===== config.mk =====
export PLATFORM = sky130hd
export DESIGN_NAME = mmbist_seed_ctrl
export DESIGN_NICKNAME = d
export VERILOG_FILES = /design/src/rtl/mmbist_pkg.sv /design/src/rtl/mmbist_lfsr.sv /design/src/rtl/mmbist_spread.sv /design/src/rtl/mmbist_budget.sv /design/src/rtl/mmbist_seed_ctrl.sv
export SDC_FILE = /design/constraint.sdc
export NUM_CORES = 1
export LEC_CHECK = 0
export ABC_AREA = 1
export ABC_CLOCK_PERIOD_IN_PS = 2500
export BUFFER_PORTS_ARGS = -buffer_cell sky130_fd_sc_hd__buf_2
export CAP_MARGIN = 10
export CORE_AREA = 2 2 119 121
export CTS_CLUSTER_DIAMETER = 150
export CTS_CLUSTER_SIZE = 28
export DETAILED_ROUTE_END_ITERATION = 8
export DIE_AREA = 0 0 121 123
export PLACE_DENSITY = 0.76
export SETUP_SLACK_MARGIN = 0.4
export SKIP_CTS_REPAIR_TIMING = 1
export SLEW_MARGIN = 20
export SYNTH_ARGS = -nofsm -noshare
export SYNTH_HDL_FRONTEND = slang
export SYNTH_HIERARCHICAL = 1
export SYNTH_SLANG_ARGS = --single-unit

===== constraint.sdc =====
create_clock -name clk -period 2.5 [get_ports clk]
set_clock_uncertainty 0.1 [all_clocks]
set_input_delay 0.5 -clock clk [delete_from_list [all_inputs] [get_ports clk]]
set_output_delay 0.5 -clock clk [all_outputs]
set_load 0.005 [all_outputs]

===== src/rtl/mmbist_pkg.sv =====
package mmbist_pkg;

    typedef enum logic [2:0] {
        ST_IDLE,
        ST_WAIT_SEED,
        ST_SHIFT,
        ST_CAPT,
        ST_DONE
    } ctrl_state_e;

    typedef enum logic [1:0] {
        MODE_UNIFORM = 2'b00,
        MODE_FIRST1  = 2'b01,
        MODE_FIRST2  = 2'b10,
        MODE_RSVD    = 2'b11
    } sched_mode_e;

endpackage


===== src/rtl/mmbist_lfsr.sv =====
module mmbist_lfsr #(
    parameter int              W    = 96,
    parameter logic [W-1:0]    TAPS = '1
) (
    input  logic         clk,
    input  logic         rst_n,
    input  logic         load,
    input  logic [W-1:0] seed,
    input  logic         step,
    output logic [W-1:0] state
);

    logic [W-1:0] st_q;
    logic         fb;

    always_comb begin
        fb = ^(st_q & TAPS);
    end

    always_ff @(posedge clk or negedge rst_n) begin
        if (!rst_n) begin
            st_q <= '0;
        end else if (load) begin
            st_q <= seed;
        end else if (step) begin
            st_q <= {st_q[W-2:0], fb};
        end
    end

    assign state = st_q;

endmodule


===== src/rtl/mmbist_spread.sv =====
module mmbist_spread #(
    parameter int W      = 96,
    parameter int CHAINS = 8
) (
    input  logic [W-1:0]      state,
    input  logic              enable,
    output logic [CHAINS-1:0] chain_bits
);

    localparam int STRIDE = W / CHAINS;

    for (genvar c = 0; c < CHAINS; c++) begin : g_chain
        localparam int IDX_LO = c * STRIDE;
        localparam int IDX_HI = W - 1 - c * STRIDE;
        assign chain_bits[c] = enable & (state[IDX_LO] ^ state[IDX_HI]);
    end

endmodule


===== src/rtl/mmbist_budget.sv =====
module mmbist_budget #(
    parameter int CNT_W = 13
) (
    input  mmbist_pkg::sched_mode_e mode,
    input  logic [1:0]              seed_idx,
    input  logic [CNT_W-1:0]        depth,
    output logic [CNT_W-1:0]        budget
);

    import mmbist_pkg::*;

    logic [CNT_W-1:0] d_eff;
    logic [CNT_W-1:0] one;

    always_comb begin
        one   = {{(CNT_W-1){1'b0}}, 1'b1};
        d_eff = (depth == '0) ? one : depth;
        unique case (mode)
            MODE_FIRST1: budget = (seed_idx == 2'd0) ? d_eff : one;
            MODE_FIRST2: budget = (seed_idx <  2'd2) ? d_eff : one;
            default:     budget = d_eff;
        endcase
    end

endmodule


===== src/rtl/mmbist_seed_ctrl.sv =====
module mmbist_seed_ctrl #(
    parameter int                 LFSR_W = 96,
    parameter int                 CHAINS = 8,
    parameter int                 CNT_W  = 13,
    parameter logic [LFSR_W-1:0]  TAPS   = {4'b1101, {(LFSR_W-10){1'b0}}, 6'b000001}
) (
    input  logic              clk,
    input  logic              rst_n,
    input  logic              start,
    input  logic [1:0]        mode,
    input  logic [CNT_W-1:0]  depth,
    input  logic              seed_valid,
    input  logic [LFSR_W-1:0] seed_data,
    input  logic              seed_last,
    output logic              seed_ready,
    output logic [CHAINS-1:0] scan_in,
    output logic              scan_en,
    output logic              capture,
    output logic              pat_done,
    output logic              seed_err,
    output logic              all_done
);

    import mmbist_pkg::*;

    localparam int SHIFT_LEN = (LFSR_W + CHAINS - 1) / CHAINS;
    localparam int SH_W      = $clog2(SHIFT_LEN + 1);
    localparam logic [SH_W-1:0] SH_LAST = SH_W'(SHIFT_LEN - 1);

    ctrl_state_e      state_q, state_d;
    sched_mode_e      mode_q;
    logic [CNT_W-1:0] depth_q;
    logic [1:0]       seed_idx_q;
    logic [CNT_W-1:0] pat_left_q;
    logic [SH_W-1:0]  sh_cnt_q;
    logic             last_q;
    logic             err_q;
    logic             pdone_q;

    logic             take_seed;
    logic             seed_zero;
    logic             load_seed;
    logic             start_ok;
    logic             budget_end;
    logic [CNT_W-1:0] budget;
    logic [LFSR_W-1:0] lfsr_state;
    logic [CHAINS-1:0] chain_bits;

    assign seed_zero  = (seed_data == '0);
    assign take_seed  = (state_q == ST_WAIT_SEED) && seed_valid;
    assign load_seed  = take_seed && !seed_zero;
    assign start_ok   = start && ((state_q == ST_IDLE) || (state_q == ST_DONE));
    assign budget_end = (pat_left_q == {{(CNT_W-1){1'b0}}, 1'b1});

    mmbist_budget #(.CNT_W(CNT_W)) u_budget (
        .mode     (mode_q),
        .seed_idx (seed_idx_q),
        .depth    (depth_q),
        .budget   (budget)
    );

    mmbist_lfsr #(.W(LFSR_W), .TAPS(TAPS)) u_lfsr (
        .clk   (clk),
        .rst_n (rst_n),
        .load  (load_seed),
        .seed  (seed_data),
        .step  (state_q == ST_SHIFT),
        .state (lfsr_state)
    );

    mmbist_spread #(.W(LFSR_W), .CHAINS(CHAINS)) u_spread (
        .state      (lfsr_state),
        .enable     (state_q == ST_SHIFT),
        .chain_bits (chain_bits)
    );

    // state register
    always_ff @(posedge clk or negedge rst_n) begin
        if (!rst_n) begin
            state_q <= ST_IDLE;
        end else begin
            state_q <= state_d;
        end
    end

    // next-state logic
    always_comb begin
        state_d = state_q;
        unique case (state_q)
            ST_IDLE: begin
                if (start) state_d = ST_WAIT_SEED;
            end
            ST_WAIT_SEED: begin
                if (seed_valid) begin
                    if (!seed_zero)     state_d = ST_SHIFT;
                    else if (seed_last) state_d = ST_DONE;
                end
            end
            ST_SHIFT: begin
                if (sh_cnt_q == SH_LAST) state_d = ST_CAPT;
            end
            ST_CAPT: begin
                if (!budget_end)  state_d = ST_SHIFT;
                else if (last_q)  state_d = ST_DONE;
                else              state_d = ST_WAIT_SEED;
            end
            ST_DONE: begin
                if (start) state_d = ST_WAIT_SEED;
            end
            default: state_d = ST_IDLE;
        endcase
    end

    // datapath registers
    always_ff @(posedge clk or negedge rst_n) begin
        if (!rst_n) begin
            mode_q     <= MODE_UNIFORM;
            depth_q    <= '0;
            seed_idx_q <= '0;
            pat_left_q <= '0;
            sh_cnt_q   <= '0;
            last_q     <= 1'b0;
            err_q      <= 1'b0;
            pdone_q    <= 1'b0;
        end else begin
            pdone_q <= (state_q == ST_CAPT);
            if (start_ok) begin
                mode_q     <= sched_mode_e'(mode);
                depth_q    <= depth;
                seed_idx_q <= '0;
                err_q      <= 1'b0;
            end
            if (take_seed && seed_zero) begin
                err_q <= 1'b1;
            end
            if (load_seed) begin
                pat_left_q <= budget;
                last_q     <= seed_last;
                sh_cnt_q   <= '0;
            end
            if (state_q == ST_SHIFT) begin
                sh_cnt_q <= (sh_cnt_q == SH_LAST) ? '0 : sh_cnt_q + 1'b1;
            end
            if (state_q == ST_CAPT) begin
                pat_left_q <= pat_left_q - 1'b1;
                if (budget_end && seed_idx_q != 2'd2) begin
                    seed_idx_q <= seed_idx_q + 1'b1;
                end
            end
        end
    end

    // outputs
    always_comb begin
        seed_ready = 1'b0;
        scan_en    = 1'b0;
        capture    = 1'b0;
        all_done   = 1'b0;
        unique case (state_q)
            ST_WAIT_SEED: seed_ready = 1'b1;
            ST_SHIFT:     scan_en    = 1'b1;
            ST_CAPT:      capture    = 1'b1;
            ST_DONE:      all_done   = 1'b1;
            default:      ;
        endcase
        scan_in  = chain_bits;
        pat_done = pdone_q;
        seed_err = err_q;
    end

endmodule


==> results of run 1 <==
[synth_stat cells, types with 2 or more instances]
cell type / number
clkbuf_1: 10
a22oi_1: 7
a21oi_1: 5
o21ai_2: 12
nor2_1: 99
buf_2: 20
o22ai_1: 2
inv_2: 7
nor2_2: 11
dfrtp_1: 136
o21ai_0: 8
nand3_1: 112
o21ai_1: 5
ha_1: 6
a31oi_1: 2
nand4_1: 4
nand2_4: 2
nand2_2: 5
nor2_4: 3
nand2_1: 464
buf_6: 5
xnor2_1: 3
buf_4: 5
inv_1: 44
[cell type report]
class / count / area [sq um] / share of cell area
Multi-Input combinational cell: 763 / 3410 / 0.386
Sequential cell: 136 / 3400 / 0.386
Timing Repair Buffer: 149 / 952 / 0.108
Clock buffer: 25 / 495 / 0.0562
Tap cell: 180 / 225 / 0.0255
Inverter: 51 / 191 / 0.0217
Clock inverter: 7 / 139 / 0.0157
Antenna cell: 1 / 2.50 / 0.000284
[flip-flops by register name (all words and copies together) (netlist names)]
name / count
depth_q: 13
last_q: 1
mode_q: 2
pat_done: 1
pat_left_q: 13
seed_err: 1
seed_idx_q: 2
sh_cnt_q: 4
state_q: 3
u_lfsr/state: 96
[kinds of logic (layout without fill, tap and decap cells)]
group | Yosys count | count (layout) | share of synthesized area
xor gates and xnor gates | 4 | 4 | 0.00488
buffers and inverters | 91 | 232 | 0.0589
and+or+nand+nor | 708 | 708 | 0.408
AOI/OAI and AO/OA | 45 | 45 | 0.0436
adders and majority gates | 6 | 6 | 0.0105
other | 0 | 1 | 0
DFF | 136 | 136 | 0.474
[worst max-delay path by stage]
stage,slack [ps],end,cells after the start,startpoint
after global placement,190,u_lfsr/state[0],12,seed_data[93]
after detailed placement,150,u_lfsr/state[14],12,seed_data[95]
after global routing,160,scan_in[1],7,state_q[2]
after floorplan,410,u_lfsr/state[61],14,seed_data[95]
after CTS,-100,scan_in[6],6,state_q[2]
final,230,scan_in[6],7,state_q[2]
[metal layers]
layer,GRT usage,part of all wire
met5,0,0
met1,0.328,0.45
met4,0.0872,0.021
met3,0.0429,0.049
met2,0.387,0.48
[power groups by stage]
stage                     clock [mW]  combinational (mW)  sequential (mW)
after CTS                       2.71                4.48             3.82
after floorplan                    0                3.54             3.67
after global placement             0                4.31             3.82
final                           2.69                4.86             3.84
after detailed placement           0                4.45             3.83
after global routing            2.82                5.52             3.96
[metrics by stage]
stage | total power, mW | setup TNS (ps) | cells
after global routing | 12.3 | 0 | 1312
after global placement | 8.13 | 0 | 1272
after floorplan | 7.21 | 0 | 990
after detailed placement | 8.28 | 0 | 1272
final | 11.4 | 0 | 1312
after CTS | 11.0 | -605 | 1304
==> out/results.ini, run 1 <==
[run_status]
outcome=finished, violations left
failed_checks=negative hold slack

[critical_path]
reg2reg_slack_ps=450
slowest_stage=dfrtp_2
crit_type=reg2out
cpPeakStageDelay_ps=440
cp_data_required_time_ps=1900
critPathLaunchType=register
crit_fanout=6
r2r_start=state_q[1]
endpoint_kind=primary output
crit_chain=inv_2 -> nand2_4 -> nor2_4 -> buf_12 -> nand2_1 -> nor2_2 -> buf_2
crit_family=flip-flops
r2r_cells=11
crit_arrival_ps=1670
reg2reg_to=state_q[0]
worst-path-buf-inv=3

[route]
drc=0
dr.pass1.iters=7
totalWireLength_um=17600
drt-initial-drc-count=561
via_per_inst=5.15
vias=6755
wl_per_cell_um=13.4
ant_nets=0

[cts]
numCtsBuffers=17
clockBufferDepth=2
htree_levels=4
path_clk_slew_ps=60
cts_root_buffer=clkbuf_16
cts.sinks=136
clk_latency_ps=420
cts_tree=built

[synthesis]
ys.warnings.count=6
synthCells=990
ys_seq_area_frac=0.474
synth_seq_cells=136
synthTopCellsByArea=dfrtp_1, nand2_1, nand3_1
synth_nets=1112
syn_avg_cell_area_sq_um=7.25
synth_area_sq_um=7180
yosys_most_used_dff=dfrtp_1
synth_cell_type_count=37
synth_top_area_share=0.474
synth_edf_count=0
yosysTopAreaCell=dfrtp_1
async_reset_ff_frac=1.00

[timing]
fin_crit_ps=2270
holdWs_ps=-32.6
drv_slew=0
finalSetupViolCount=0
relSlewSlack=0.595
fmax_mhz=441
fin_crit_sh=0.907
tightest_slew_ps=608
report.final.hold_viol_count=43
setup_ws_ps=232
rsz0062_at_grt=yes

[global_routing]
grt_pass1_wl_um=28300
gr-total-overflow=0
antenna_found_initial=1
grt_pass1_vias=6090
grtUsageTotal=0.240
grt_max_degree=69

[place]
dp_slack_ps=149
routabilityCongestion=0.872
portBuffers=129
hpwl_um=11700
placed_area_sq_um=8000

[power]
power_frac_clock=0.236
p_per_area_nw_per_um2=1290
switching_power_mw=4.55
power_leakage_nw=4.53
peakVddDrop_mv=0.623
combPwrFrac=0.426
intPower_mw=6.83
power_frac_seq=0.338
netSwitchingFraction=0.400

[die]
die_x_um=121
io_pins=130
die_h_um=123
initial_core_util=0.527
core-area_sq_um=13600
die_area_sq_um=14900
row_count=43

[run]
drv_cap=0

[finish]
drive_above_1_share=0.206
final_common_cell=nand2_1
finalInstanceArea_sq_um=8820
fillCellCount=1190
syn_to_final_growth_pct=22.9
layout.cells.most_common_list=nand2_1, dfrtp_1, buf_2, nand3_1, nor2_1
fin_util=0.648
fin_nets=1240

[min_path]
hp-class=in2async

Note: power is estimated with default switching activity, not from simulation.
==> run 2, diff against run 1 <==
ABC_AREA = unset   (was 1)
CORE_AREA = 2 2 118 120   (was 2 2 119 121)
DIE_AREA = 0 0 120 122   (was 0 0 121 123)
PLACE_DENSITY = 0.77   (was 0.76)
==> out/results.ini, run 2 <==
[timing]
fin_crit_sh=1.00  ; +0.0940
drv_slew=0  ; unchanged
finalSetupViolCount=1  ; +1
relSlewSlack=0.593  ; -0.00231
rsz0062_at_grt=yes
fmax_mhz=400  ; -9.4%
fin_crit_ps=2500  ; +235 ps
setup_ws_ps=-2.89  ; -235 ps
tightest_slew_ps=611  ; +3.46 ps
report.final.hold_viol_count=0  ; -100%

[critical_path]
r2r_start=state_q[2]
cpPeakStageDelay_ps=600  ; +160 ps
crit_fanout=2  ; -4
cp_data_required_time_ps=2760  ; +860 ps
crit_arrival_ps=2760  ; +1090 ps
slowest_stage=or4_4
crit_type=in2reg
worst-path-buf-inv=2  ; -1
crit_chain=buf_2 -> nor4_4 -> nand4_1 -> or4_4 -> o21ai_4 -> inv_4 -> or4b_4 -> a21oi_2 -> nand3b_1
startpoint=seed_data[92]
crit_family=simple AND/OR/NAND/NOR gates
critPathLaunchType=primary input
endpoint_kind=register

[die]
die_x_um=120  ; -0.83%
die_area_sq_um=14600  ; -1.6%
row_count=43  ; unchanged
io_pins=130  ; unchanged
core-area_sq_um=13500  ; -0.79%
die_h_um=122  ; -0.81%
initial_core_util=0.526  ; -0.00136

[finish]
fillCellCount=987  ; -17%
multi_input_comb_area_sq_um=3670  ; +7.8%
fin_util=0.715  ; +0.0671
drive_above_1_share=0.347  ; +0.141
fin_cells=1139  ; -13%
seq_area_sq_um=3400  ; about the same
finalInstanceArea_sq_um=9650  ; +9.5%
largest_reg_flops=96  ; unchanged
fin_nets=1066  ; -14%
layout.cells.most_common_list=nand2_1, dfrtp_1, buf_2, buf_4, mux2i_1
final_common_cell=nand2_1
syn_to_final_growth_pct=36.0

[synthesis]
synthTopCellsByArea=dfrtp_1, mux2i_1, nand2_1
yosysTopAreaCell=dfrtp_1
synth_edf_count=0  ; unchanged
ys.warnings.count=6  ; unchanged
synth_area_sq_um=7100  ; -1.0%
ys_seq_area_frac=0.479  ; +0.00501
syn_avg_cell_area_sq_um=9.78  ; +35%
synth_seq_cells=136  ; unchanged
synth_cell_type_count=58  ; +57%
yosysMostFrequentCell=nand2_1
synth_nets=848  ; -24%
async_reset_ff_frac=1.00  ; unchanged
synth_commonest_cells=nand2_1, dfrtp_1, o21ai_0
synthCells=726  ; -27%
yosys_most_used_dff=dfrtp_1
synth_top_area_share=0.479  ; +0.00501

[power]
p_per_area_nw_per_um2=1160  ; -10%
netSwitchingFraction=0.367  ; -0.0324
peakVddDrop_mv=0.579  ; -7.0%
intPower_mw=7.10  ; +3.9%
power_frac_seq=0.367  ; +0.029
power_leakage_nw=4.22  ; -6.8%
switching_power_mw=4.12  ; -9.4%
combPwrFrac=0.394  ; -0.032
power_frac_clock=0.238  ; +0.002

[min_path]
hp-class=in2reg
worstHoldStart=depth[2]

[place]
portBuffers=129  ; unchanged
routabilityCongestion=0.866  ; -0.69%
hpwl_um=12500  ; +6.8%
dpl.cell_count=1092  ; -14%
dp_slack_ps=-418  ; -567 ps
placed_area_sq_um=8590  ; +7.4%

[cts]
cts_root_buffer=clkbuf_16
htree_levels=4  ; unchanged
path_clk_slew_ps=60  ; about the same
clk_latency_ps=430  ; about the same
clockBufferDepth=2  ; unchanged
numCtsBuffers=17  ; unchanged
cts_tree=built
cts.sinks=136  ; unchanged

[global_routing]
grt_pass1_wl_um=28700  ; +1.6%
grt_pass1_vias=6037  ; -0.87%
antenna_found_initial=2  ; +1
gr-total-overflow=0  ; unchanged
grtUsageTotal=0.254  ; +0.0131
grt_max_degree=101  ; +46%

[route]
wl_per_cell_um=16.7  ; +25%
drc=0  ; unchanged
totalWireLength_um=19000  ; +8.1%
via_per_inst=5.56  ; +8.0%
vias=6331  ; -6.3%
ant_nets=0  ; unchanged
dr.pass1.iters=5  ; -2
drt-initial-drc-count=483  ; -14%

[run_status]
failed_checks=negative setup slack
outcome=finished, violations left

[run]
drv_cap=0  ; unchanged

run 2: cell count changes after synthesis, moves of 11 or more:
cell,change
nor2_2,-11
nor4_1,+26
mux2i_1,+99
nand3_1,-106
inv_1,-32
nor2_1,-86
nand2_1,-309
and2_1,+12
o21ai_2,-12
o21ai_0,+97
run 2: final cells by class:
cell class	instances	share of cell area
clock buffer	20	0.0473
clock inverter	12	0.0180
timing repair buffer	240	0.170
multi-input combinational	535	0.381
inverter	13	0.00687
timing repair inverter	1	0.000907
tap	180	0.0233
sequential	136	0.353
antenna	2	0.000518
run 2: worst paths after layout:
path	endpoint	slack, ps	cells past startpoint
setup / recovery	u_lfsr/state[0]	-3	9
hold / removal	depth_q[2]	160	3
setup reg to reg	u_lfsr/state[16]	370	7
hold reg to reg	depth_q[0]	380	2
max in group asynchronous	pat_left_q[9]	1130	3
min in group asynchronous	u_lfsr/state[32]	470	2
run 2: logic make-up (layout without fill, tap and decap cells):
logic type | Yosys count | count (layout) | share of synthesized area
AO/OA/AOI/OAI | 161 | 161 | 0.142
XOR/XNOR | 11 | 11 | 0.0136
adder cells (fa/ha/maj) | 6 | 6 | 0.0106
buffers and inverters | 55 | 286 | 0.0384
flip-flops | 136 | 136 | 0.479
multiplexers | 100 | 100 | 0.142
other | 0 | 2 | 0
AND/OR/NAND/NOR | 257 | 257 | 0.174
run 2: power groups by stage:
stage / logic (mW) / registers [mW] / clock network (mW)
floorplan: 2.99 / 3.86 / 0
global placement: 3.76 / 4.06 / 0
detailed placement: 3.92 / 4.10 / 0
CTS: 3.98 / 4.10 / 2.71
global route: 4.88 / 4.25 / 2.81
finish: 4.43 / 4.12 / 2.67
run 2: metrics by stage:
| step | power [mW] | hold slack, ps | TNS (ps) |
|---|---|---|---|
| detailed placement | 8.02 | 348 | -33330 |
| CTS | 10.8 | -111 | -652 |
| global placement | 7.82 | 347 | -29930 |
| global route | 11.9 | 159 | -225 |
| floorplan | 6.84 | 104 | -91.9 |
| finish | 11.2 | 162 | -2.89 |
run 2: worst reg2reg max path, delay by kind of cell (launching register included):
| family | cells | cell delay [ps] |
|---|---|---|
| buffers and inverters | 4 | 710 |
| and+or+nand+nor | 1 | 440 |
| DFF | 1 | 380 |
| muxes | 1 | 280 |
| AOI/OAI and AO/OA | 1 | 110 |
run 2: routing by layer:
layer | up-vias | GRT usage | wire (um)
met5 | - | 0 | 0
met4 | 0 | 0.0985 | 476
met3 | 38 | 0.0698 | 1070
met2 | 199 | 0.418 | 9370
met1 | 3060 | 0.319 | 8130
li1 | 3034 | - | -
==> run 3, diff against run 2 <==
CORE_AREA = 2 2 120 122   (was 2 2 118 120)
DIE_AREA = 0 0 122 124   (was 0 0 120 122)
PLACE_DENSITY = 0.75   (was 0.77)
SKIP_LAST_GASP = 1   (was unset)
==> out/results.ini, run 3 (synthesis gave the netlist of run 2 again) <==
[run_status]
outcome=finished, violations left
failed_checks=negative setup slack

[timing]
fin_crit_ps=2510  ; +11.6 ps
finalSetupViolCount=3  ; +2
tightest_slew_ps=616  ; +4.67 ps
setup_ws_ps=-14.5  ; -11.6 ps
relSlewSlack=0.590  ; -0.00312
rsz0062_at_grt=yes
report.final.hold_viol_count=0  ; unchanged
drv_slew=0  ; unchanged
fmax_mhz=398  ; -0.46%
fin_tns_setup_ps=-30.8  ; -27.9 ps
fin_crit_sh=1.01  ; +0.00464

[finish]
fillCellCount=899  ; -8.9%
fin_nets=1082  ; +1.5%
layout.cells.most_common_list=nand2_1, dfrtp_1, buf_2, mux2i_1, buf_4
largest_reg_flops=96  ; unchanged
syn_to_final_growth_pct=43.8
final_common_cell=nand2_1
drive_above_1_share=0.377  ; +0.0296
fin_util=0.744  ; +0.0291

[global_routing]
grt_max_degree=71  ; -30%
grt_pass1_vias=5844  ; -3.2%
antenna_found_initial=1  ; -1
grt_pass1_wl_um=28000  ; -2.3%
gr-total-overflow=0  ; unchanged
grtUsageTotal=0.239  ; -0.0144

[die]
die_h_um=124  ; +1.6%
core-area_sq_um=13700  ; +1.6%
die_x_um=122  ; +1.7%
io_pins=130  ; unchanged
die_area_sq_um=15100  ; +3.3%
initial_core_util=0.518  ; -0.00825
row_count=43  ; unchanged

[power]
p_per_area_nw_per_um2=1180  ; +1.1%
power_leakage_nw=4.50  ; +6.5%
power_mw=12.0  ; +6.9%
peakVddDrop_mv=0.664  ; +15%

[place]
portBuffers=129  ; unchanged
hpwl_um=12600  ; +1.4%
dp_slack_ps=-428  ; -10.1 ps
routabilityCongestion=0.883  ; +1.9%

[cts]
clockBufferDepth=2  ; unchanged
htree_levels=4  ; unchanged
clk_latency_ps=420  ; about the same
path_clk_slew_ps=60  ; about the same
cts.sinks=136  ; unchanged
cts_tree=built
numCtsBuffers=17  ; unchanged
cts_root_buffer=clkbuf_16

[min_path]
hp-class=in2reg

[route]
dr.pass1.iters=5  ; unchanged
totalWireLength_um=21100  ; +11%
wl_per_cell_um=18.3  ; +9.7%
vias=6628  ; +4.7%
drt-initial-drc-count=511  ; +5.8%
via_per_inst=5.75  ; +3.4%
ant_nets=0  ; unchanged
drc=0  ; unchanged

[critical_path]
cp_data_required_time_ps=2730  ; -30 ps
critPathLaunchType=primary input
crit_type=in2reg
crit_arrival_ps=2740  ; -20 ps
crit_fanout=9  ; +7
endpoint_kind=register

[run]
drv_cap=0  ; unchanged

==> run 3: through the flow <==
stage                     area [sq um]  hold slack [ps]  instances
after floorplan                   7170              104        726
after global placement            8570              373       1087
after detailed placement          8570              377       1087
after CTS                         9200            -52.9       1118
after global routing             10200              172       1153
final                            10200              167       1153
==> run 3: power by group <==
| part | internal (mW) | leakage (nW) | switching [mW] |
|---|---|---|---|
| logic | 2.52 | 2.53 | 2.63 |
| registers | 3.29 | 1.67 | 0.859 |
| clock network | 1.77 | 0.303 | 0.933 |
| total | 7.58 | 4.50 | 4.42 |
==> run 3: layer usage <==
metal  vias up  track usage  wire length (um)
met1      3197        0.316              8850
li1       3080            -                 -
met2       303        0.405             10500
met3        48       0.0517              1260
met4         0       0.0568               574
met5         -            0                 0
==> run 3: layout make-up <==
class / instances / area, sq um / area share
Multi-Input combinational cell: 535 / 3810 / 0.373
Inverter: 13 / 63.8 / 0.00625
Antenna cell: 1 / 2.50 / 0.000245
Timing Repair Buffer: 257 / 2070 / 0.203
Clock inverter: 7 / 140 / 0.0137
Clock buffer: 24 / 492 / 0.0482
Sequential cell: 136 / 3400 / 0.333
Tap cell: 180 / 225 / 0.0221
==> run 3: path summary, 6_finish.rpt <==
path	startpoint	to	slack, ps	cells after the start
worst max-delay path	seed_data[81]	u_lfsr/state[9]	-10	12
worst min-delay path	depth[3]	depth_q[3]	170	3
worst max register to register	state_q[2]	u_lfsr/state[70]	430	5
worst min register to register	depth_q[0]	depth_q[0]	390	2
max in group asynchronous	rst_n	pat_done	1180	3
min in group asynchronous	rst_n	u_lfsr/state[26]	500	2
==> run 3: worst max-delay path, cell delays in order <==
cell	delay, ps
buf_8	100
nor4_4	260
buf_4	160
nand4_1	220
or4_4	520
o21ai_4	210
inv_4	50
buf_12	150
buf_8	130
buf_12	130
buf_8	120
o21ai_1	170
